$ cat config.mk
export PLATFORM = sky130hd
export DESIGN_NAME = rx_stat_counters
export DESIGN_NICKNAME = d
export VERILOG_FILES = /design/src/rtl/rx_stat_pkg.sv /design/src/rtl/rx_stat_cnt.sv /design/src/rtl/rx_stat_rdport.sv /design/src/rtl/rx_stat_counters.sv
export SDC_FILE = /design/constraint.sdc
export NUM_CORES = 1
export LEC_CHECK = 0
export BUFFER_PORTS_ARGS = -buffer_cell sky130_fd_sc_hd__buf_4
export CORE_MARGIN = 10
export CORE_UTILIZATION = 60
export CTS_CLUSTER_SIZE = 28
export DETAILED_ROUTE_END_ITERATION = 16
export GPL_TIMING_DRIVEN = 0
export MAX_ROUTING_LAYER = met4
export PLACE_DENSITY = 0.81
export SKIP_LAST_GASP = 1
export SYNTH_ARGS = -nofsm -noshare
export SYNTH_HDL_FRONTEND = slang
export SYNTH_SLANG_ARGS = --single-unit
$ cat constraint.sdc
create_clock -name clk -period 2.75 [get_ports clk]
set_input_delay 0 -clock clk [delete_from_list [all_inputs] [get_ports clk]]
set_output_delay 0 -clock clk [all_outputs]
set_load 0.03 [all_outputs]
$ cat src/rtl/rx_stat_pkg.sv
package rx_stat_pkg;
  localparam int unsigned NUM_CNT = 4;
  // status bit index of each counter's flag
  localparam int unsigned FLAG_BIT [NUM_CNT] = '{0, 5, 6, 17};
  localparam logic [11:0] STATUS_OFS = 12'h104;
  localparam logic [11:0] CNT_BASE   = 12'h180;
endpackage

$ cat src/rtl/rx_stat_cnt.sv
module rx_stat_cnt #(
  parameter int unsigned CNT_W = 32
) (
  input  logic             clk,
  input  logic             rst,
  input  logic             inc,
  input  logic             stop_at_max,
  input  logic             clr_req,
  output logic [CNT_W-1:0] cnt_q,
  output logic             flag_q
);
  localparam logic [CNT_W-1:0] ALL_ONES = '1;
  localparam logic [CNT_W-1:0] HALF_M1  = {1'b0, {(CNT_W-1){1'b1}}};

  logic at_max, at_half_m1, thresh_evt;

  assign at_max     = (cnt_q == ALL_ONES);
  assign at_half_m1 = (cnt_q == HALF_M1);
  assign thresh_evt = inc && (at_max || at_half_m1);

  always_ff @(posedge clk) begin
    if (rst) begin
      cnt_q <= '0;
    end else if (inc) begin
      if (at_max && stop_at_max) cnt_q <= ALL_ONES;
      else                       cnt_q <= cnt_q + 1'b1;
    end
  end

  always_ff @(posedge clk) begin
    if (rst)             flag_q <= 1'b0;
    else if (thresh_evt) flag_q <= 1'b1;
    else if (clr_req)    flag_q <= 1'b0;
  end


  hold_no_inc_chk: assert property (@(posedge clk) disable iff (rst)
    !inc |=> $stable(cnt_q));

  half_flag_chk: assert property (@(posedge clk) disable iff (rst)
    (inc && cnt_q == HALF_M1) |=> (flag_q && cnt_q == {1'b1, {(CNT_W-1){1'b0}}}));

  wrap_chk: assert property (@(posedge clk) disable iff (rst)
    (inc && cnt_q == ALL_ONES && !stop_at_max) |=> (cnt_q == '0 && flag_q));

  stop_max_chk: assert property (@(posedge clk) disable iff (rst)
    (inc && cnt_q == ALL_ONES && stop_at_max) |=> (cnt_q == ALL_ONES && flag_q));

  clear_read_chk: assert property (@(posedge clk) disable iff (rst)
    (clr_req && !(inc && (cnt_q == ALL_ONES || cnt_q == HALF_M1))) |=> !flag_q);
endmodule

$ cat src/rtl/rx_stat_rdport.sv
module rx_stat_rdport
  import rx_stat_pkg::*;
#(
  parameter int unsigned CNT_W  = 32,
  parameter int unsigned ADDR_W = 12
) (
  input  logic                     clk,
  input  logic                     rst,
  input  logic                     rd_en,
  input  logic [ADDR_W-1:0]        rd_addr,
  input  logic [3:0]               rd_be,
  input  logic [NUM_CNT*CNT_W-1:0] cnt_flat,
  input  logic [31:0]              status,
  output logic [NUM_CNT-1:0]       clr_req,
  output logic [31:0]              rd_data
);
  logic [NUM_CNT-1:0] hit;
  logic [31:0]        sel;

  for (genvar i = 0; i < NUM_CNT; i++) begin : g_dec
    assign hit[i]     = rd_en && (rd_addr == ADDR_W'(CNT_BASE + 12'(4*i)));
    assign clr_req[i] = hit[i] && rd_be[0];
  end

  always_comb begin
    sel = '0;
    if (rd_addr == ADDR_W'(STATUS_OFS)) sel = status;
    for (int i = 0; i < NUM_CNT; i++)
      if (hit[i]) sel = 32'(cnt_flat[i*CNT_W +: CNT_W]);
  end

  always_ff @(posedge clk) begin
    if (rst)        rd_data <= '0;
    else if (rd_en) rd_data <= sel;
    else            rd_data <= '0;
  end


  idle_zero_chk: assert property (@(posedge clk) disable iff (rst)
    !rd_en |=> rd_data == '0);
endmodule

$ cat src/rtl/rx_stat_counters.sv
module rx_stat_counters
  import rx_stat_pkg::*;
#(
  parameter int unsigned CNT_W  = 32,
  parameter int unsigned ADDR_W = 12
) (
  input  logic               clk,
  input  logic               rst,
  input  logic [NUM_CNT-1:0] frame_inc,
  input  logic               stop_at_max,
  input  logic               rd_en,
  input  logic [ADDR_W-1:0]  rd_addr,
  input  logic [3:0]         rd_be,
  output logic [31:0]        rd_data,
  output logic [31:0]        irq_status,
  output logic               irq
);
  logic [NUM_CNT*CNT_W-1:0] cnt_flat;
  logic [NUM_CNT-1:0]       flag;
  logic [NUM_CNT-1:0]       clr_req;

  for (genvar i = 0; i < NUM_CNT; i++) begin : g_cnt
    rx_stat_cnt #(.CNT_W(CNT_W)) u_cnt (
      .clk        (clk),
      .rst        (rst),
      .inc        (frame_inc[i]),
      .stop_at_max(stop_at_max),
      .clr_req    (clr_req[i]),
      .cnt_q      (cnt_flat[i*CNT_W +: CNT_W]),
      .flag_q     (flag[i])
    );
  end

  always_comb begin
    irq_status = '0;
    for (int i = 0; i < NUM_CNT; i++) irq_status[FLAG_BIT[i]] = flag[i];
  end

  assign irq = |flag;

  rx_stat_rdport #(.CNT_W(CNT_W), .ADDR_W(ADDR_W)) u_rd (
    .clk     (clk),
    .rst     (rst),
    .rd_en   (rd_en),
    .rd_addr (rd_addr),
    .rd_be   (rd_be),
    .cnt_flat(cnt_flat),
    .status  (irq_status),
    .clr_req (clr_req),
    .rd_data (rd_data)
  );


  irq_flags_chk: assert property (@(posedge clk) disable iff (rst)
    irq == (irq_status != '0));
endmodule

==> results.py <==
metrics = {
    "status": {
        "status": "complete, no violations",
    },
    "timing": {
        "fmax_ghz": 0.4164,
        "worst_pin_slew_ns": 1.070,
        "rsz0062_at_grt": "false",
        "fin_worst_skew_ns": 0.007641,
        "slew_viol_final": 0,
        "whs_ns": 0.1079,
        "maxSlewHeadroom": 0.2801,
        "min_period_ns": 2.401,
        "fin_tns_setup_ns": 0,
        "setup_viol": 0,
        "hold_violations": 0,
        "fin_crit_sh": 0.8732,
    },
    "setup_path": {
        "critical-path-max-stage-delay_ns": 0.56,
        "rrSetupSlack_ns": 0.35,
        "worst-path-stages": 8,
        "cp_top_family": "simple AND/OR/NAND/NOR gates",
        "crit_type": "reg2reg",
        "path_buf_inv": 2,
        "critPathArrivalTime_ns": 2.76,
        "cp_slowest_cell": "nor3_2",
        "reg2reg_to": "g_cnt[3].u_cnt.cnt_q[29]",
        "path_common_cell": "buf_6",
        "cp-start-kind": "register",
        "end_kind": "register",
        "worstPathCellList": "ha_1 -> nand4_1 -> nor3_2 -> nand2_1 -> or2_1 -> buf_6 -> buf_6 -> a21oi_1",
        "r2r-start": "g_cnt[3].u_cnt.cnt_q[1]",
        "critPathLaunch": "g_cnt[3].u_cnt.cnt_q[1]",
        "worstPathMaxFanout": 10,
        "required_ns": 3.11,
        "rr_worst_depth": 8,
    },
    "layout": {
        "layout_commonest_cell": "dfxtp_1",
        "syn_to_final_growth_pct": 16.80,
        "drive_gt1_frac": 0.1811,
        "multi_input_area_sq_um": 4644,
        "layout_common_cells": "dfxtp_1 (164), a21oi_1 (121), buf_4 (86)",
        "fin_nets": 1065,
        "fillers": 1099,
        "register_area_sq_um": 3283,
        "antenna_cells": 0,
        "final_util": 0.7110,
    },
    "clock_network": {
        "cts_tree": "yes",
        "clk_latency_ns": 0.44,
        "h-tree-depth": 4,
        "clk_pin_slew_ns": 0.07,
        "numCtsBuffers": 17,
        "clock_path_buffers": 2,
        "cts_root_buffer": "clkbuf_16",
        "numClockSinks": 164,
    },
    "global_routing": {
        "grt_use_met3": 0.05822,
        "antenna_found_initial": 0,
        "top_usage_layer": "met2",
        "met1_usage": 0.3071,
        "use_met2": 0.3951,
        "grt_pass1_wl_um": 38470,
        "grt_usage": 0.2519,
        "grt-ovfl-total": 0,
        "grt_pass1_vias": 7219,
        "grt_max_degree": 17,
    },
    "synthesis": {
        "ys_seq_elements": 164,
        "synth_edf_count": 0,
        "yosysWarnings": 0,
        "synth_area_sq_um": 8384,
        "seq_area_frac_synth": 0.3916,
        "ys_types": 60,
        "synth_mux_area_frac": 0.06506,
        "synth_top_family_by_area": "simple AND/OR/NAND/NOR gates",
        "netlist_instances": 931,
        "synth_compound_area_frac": 0.1207,
        "synthArstFlopShare": 0,
        "syn_area_per_cell_sq_um": 9.006,
        "synth_ff_type": "dfxtp_1",
        "synth-adder-area-share": 0.005969,
        "synth-xor-area-share": 0.1034,
        "yosys.area_share.simple": 0.2462,
    },
    "detailed_routing": {
        "wirelength_um": 24400,
        "antenna_left": 0,
        "initialDrtViolationCount": 828,
        "wl_per_cell_um": 19.85,
        "drt-pass1-iter-count": 6,
        "vias_per_cell": 6.181,
        "drc": 0,
        "num_vias": 7596,
    },
    "hold_path": {
        "holdPathStages": 6,
        "min-delay-start": "rd_addr[2]",
        "hp-class": "in2reg",
        "hold_end": "g_cnt[3].u_cnt.flag_q",
    },
    "power_and_ir_drop": {
        "leakagePower_nw": 3.478,
        "power.total_mw": 5.202,
        "powerDensity_nw_per_um2": 531.2,
        "peakVddDrop_mv": 0.4174,
    },
    "floorplanning": {
        "die_width_um": 138.2,
        "die-area_sq_um": 19100,
        "die_h_um": 138.2,
        "start_util": 0.6087,
        "core_sq_um": 13770,
        "rows": 43,
        "ioPinCount": 89,
    },
    "placed_design": {
        "io_buffer_count": 53,
        "dp.final_hpwl_um": 17830,
        "gp_congestion": 0.9715,
    },
    "job": {
        "maxCapViolations": 0,
    },
}
## Yosys cell counts (all sizes together), types with 10 or more instances
| library cell | count | share of area |
|---|---|---|
| dfxtp | 164 | 0.39 |
| a222oi | 11 | 0.013 |
| buf | 52 | 0.045 |
| mux2 | 10 | 0.013 |
| nand2 | 57 | 0.026 |
| and3 | 22 | 0.016 |
| nor2b | 18 | 0.013 |
| nor2 | 45 | 0.020 |
| xor2 | 54 | 0.056 |
| and4 | 16 | 0.017 |
| nand4 | 48 | 0.040 |
| nor3 | 40 | 0.028 |
| inv | 16 | 0.0072 |
| xnor2 | 45 | 0.047 |
| nand3 | 50 | 0.030 |
| o21ai | 21 | 0.013 |
| and2 | 11 | 0.0082 |
| nor4 | 19 | 0.022 |
| mux4 | 17 | 0.046 |
| clkbuf | 31 | 0.014 |
| a21oi | 121 | 0.072 |
## timing repair
| action | in CTS | in global routing |
|---|---|---|
| setup buffers | 0 | 0 |
| setup endpoints to repair | 0 | 0 |
| hold endpoints to repair | 14 | 0 |
| gates resized for setup | 0 | 0 |
| hold buffers | 7 | 0 |
## logic make-up (layout without fill, tap and decap cells)
logic type	after synthesis	after routing
flops	164	164
other cells	1	28
xor+xnor	99	99
simple gates	354	354
fa+ha+maj	4	4
buf+inv	99	190
mux	32	32
compound gates	178	178
## metrics by stage
step	cell area [sq um]	cells	setup slack, ns
final	9793	1229	0.3487
after global routing	9793	1229	0.2999
after CTS	9793	1229	0.4004
after detailed placement	9109	1191	0.4600
after global placement	9109	1191	0.5329
after floorplan	8486	958	0.9805
## flip-flops by register name, summed over array words and instances (netlist names)
signal and flops:
g_cnt.u_cnt.cnt_q 128, g_cnt.u_cnt.flag_q 4, u_rd.rd_data 32
## worst reg2reg max path, delay by kind of cell, from the launching register on
family | cells | cell delay [ns]
and+or+nand+nor | 4 | 1.25
DFF | 1 | 0.41
buffers and inverters | 2 | 0.29
adders and majority gates | 1 | 0.23
AOI/OAI and AO/OA | 1 | 0.15
## how the worst max path moves through the flow
stage / end / slack, ns
finish: g_cnt[3].u_cnt.cnt_q[29] / 0.35
global route: g_cnt[3].u_cnt.cnt_q[12] / 0.30
CTS: g_cnt[3].u_cnt.cnt_q[29] / 0.40
detailed placement: g_cnt[3].u_cnt.cnt_q[12] / 0.46
global placement: g_cnt[3].u_cnt.cnt_q[4] / 0.53
floorplan: g_cnt[3].u_cnt.cnt_q[10] / 0.98
## power breakdown
part           internal, mW  switching, mW
registers              2.39         0.0164
logic                0.0934          0.166
clock network          1.55          0.989
## routing by layer
layer  part of all wire  vias up
met2               0.48      402
met5                  0        -
met4              0.026        0
met1               0.41     3581
met3              0.091       65
li1                   -     3548
## area by class of cell
cell class / count / share of cell area
Inverter: 16 / 0.006133
Sequential cell: 164 / 0.3352
Timing Repair Buffer: 60 / 0.04778
Clock inverter: 11 / 0.01610
Buffer: 83 / 0.05085
Tap cell: 180 / 0.02300
Multi-Input combinational cell: 695 / 0.4743
Clock buffer: 20 / 0.04663
Power figures use the tool's default switching activity.
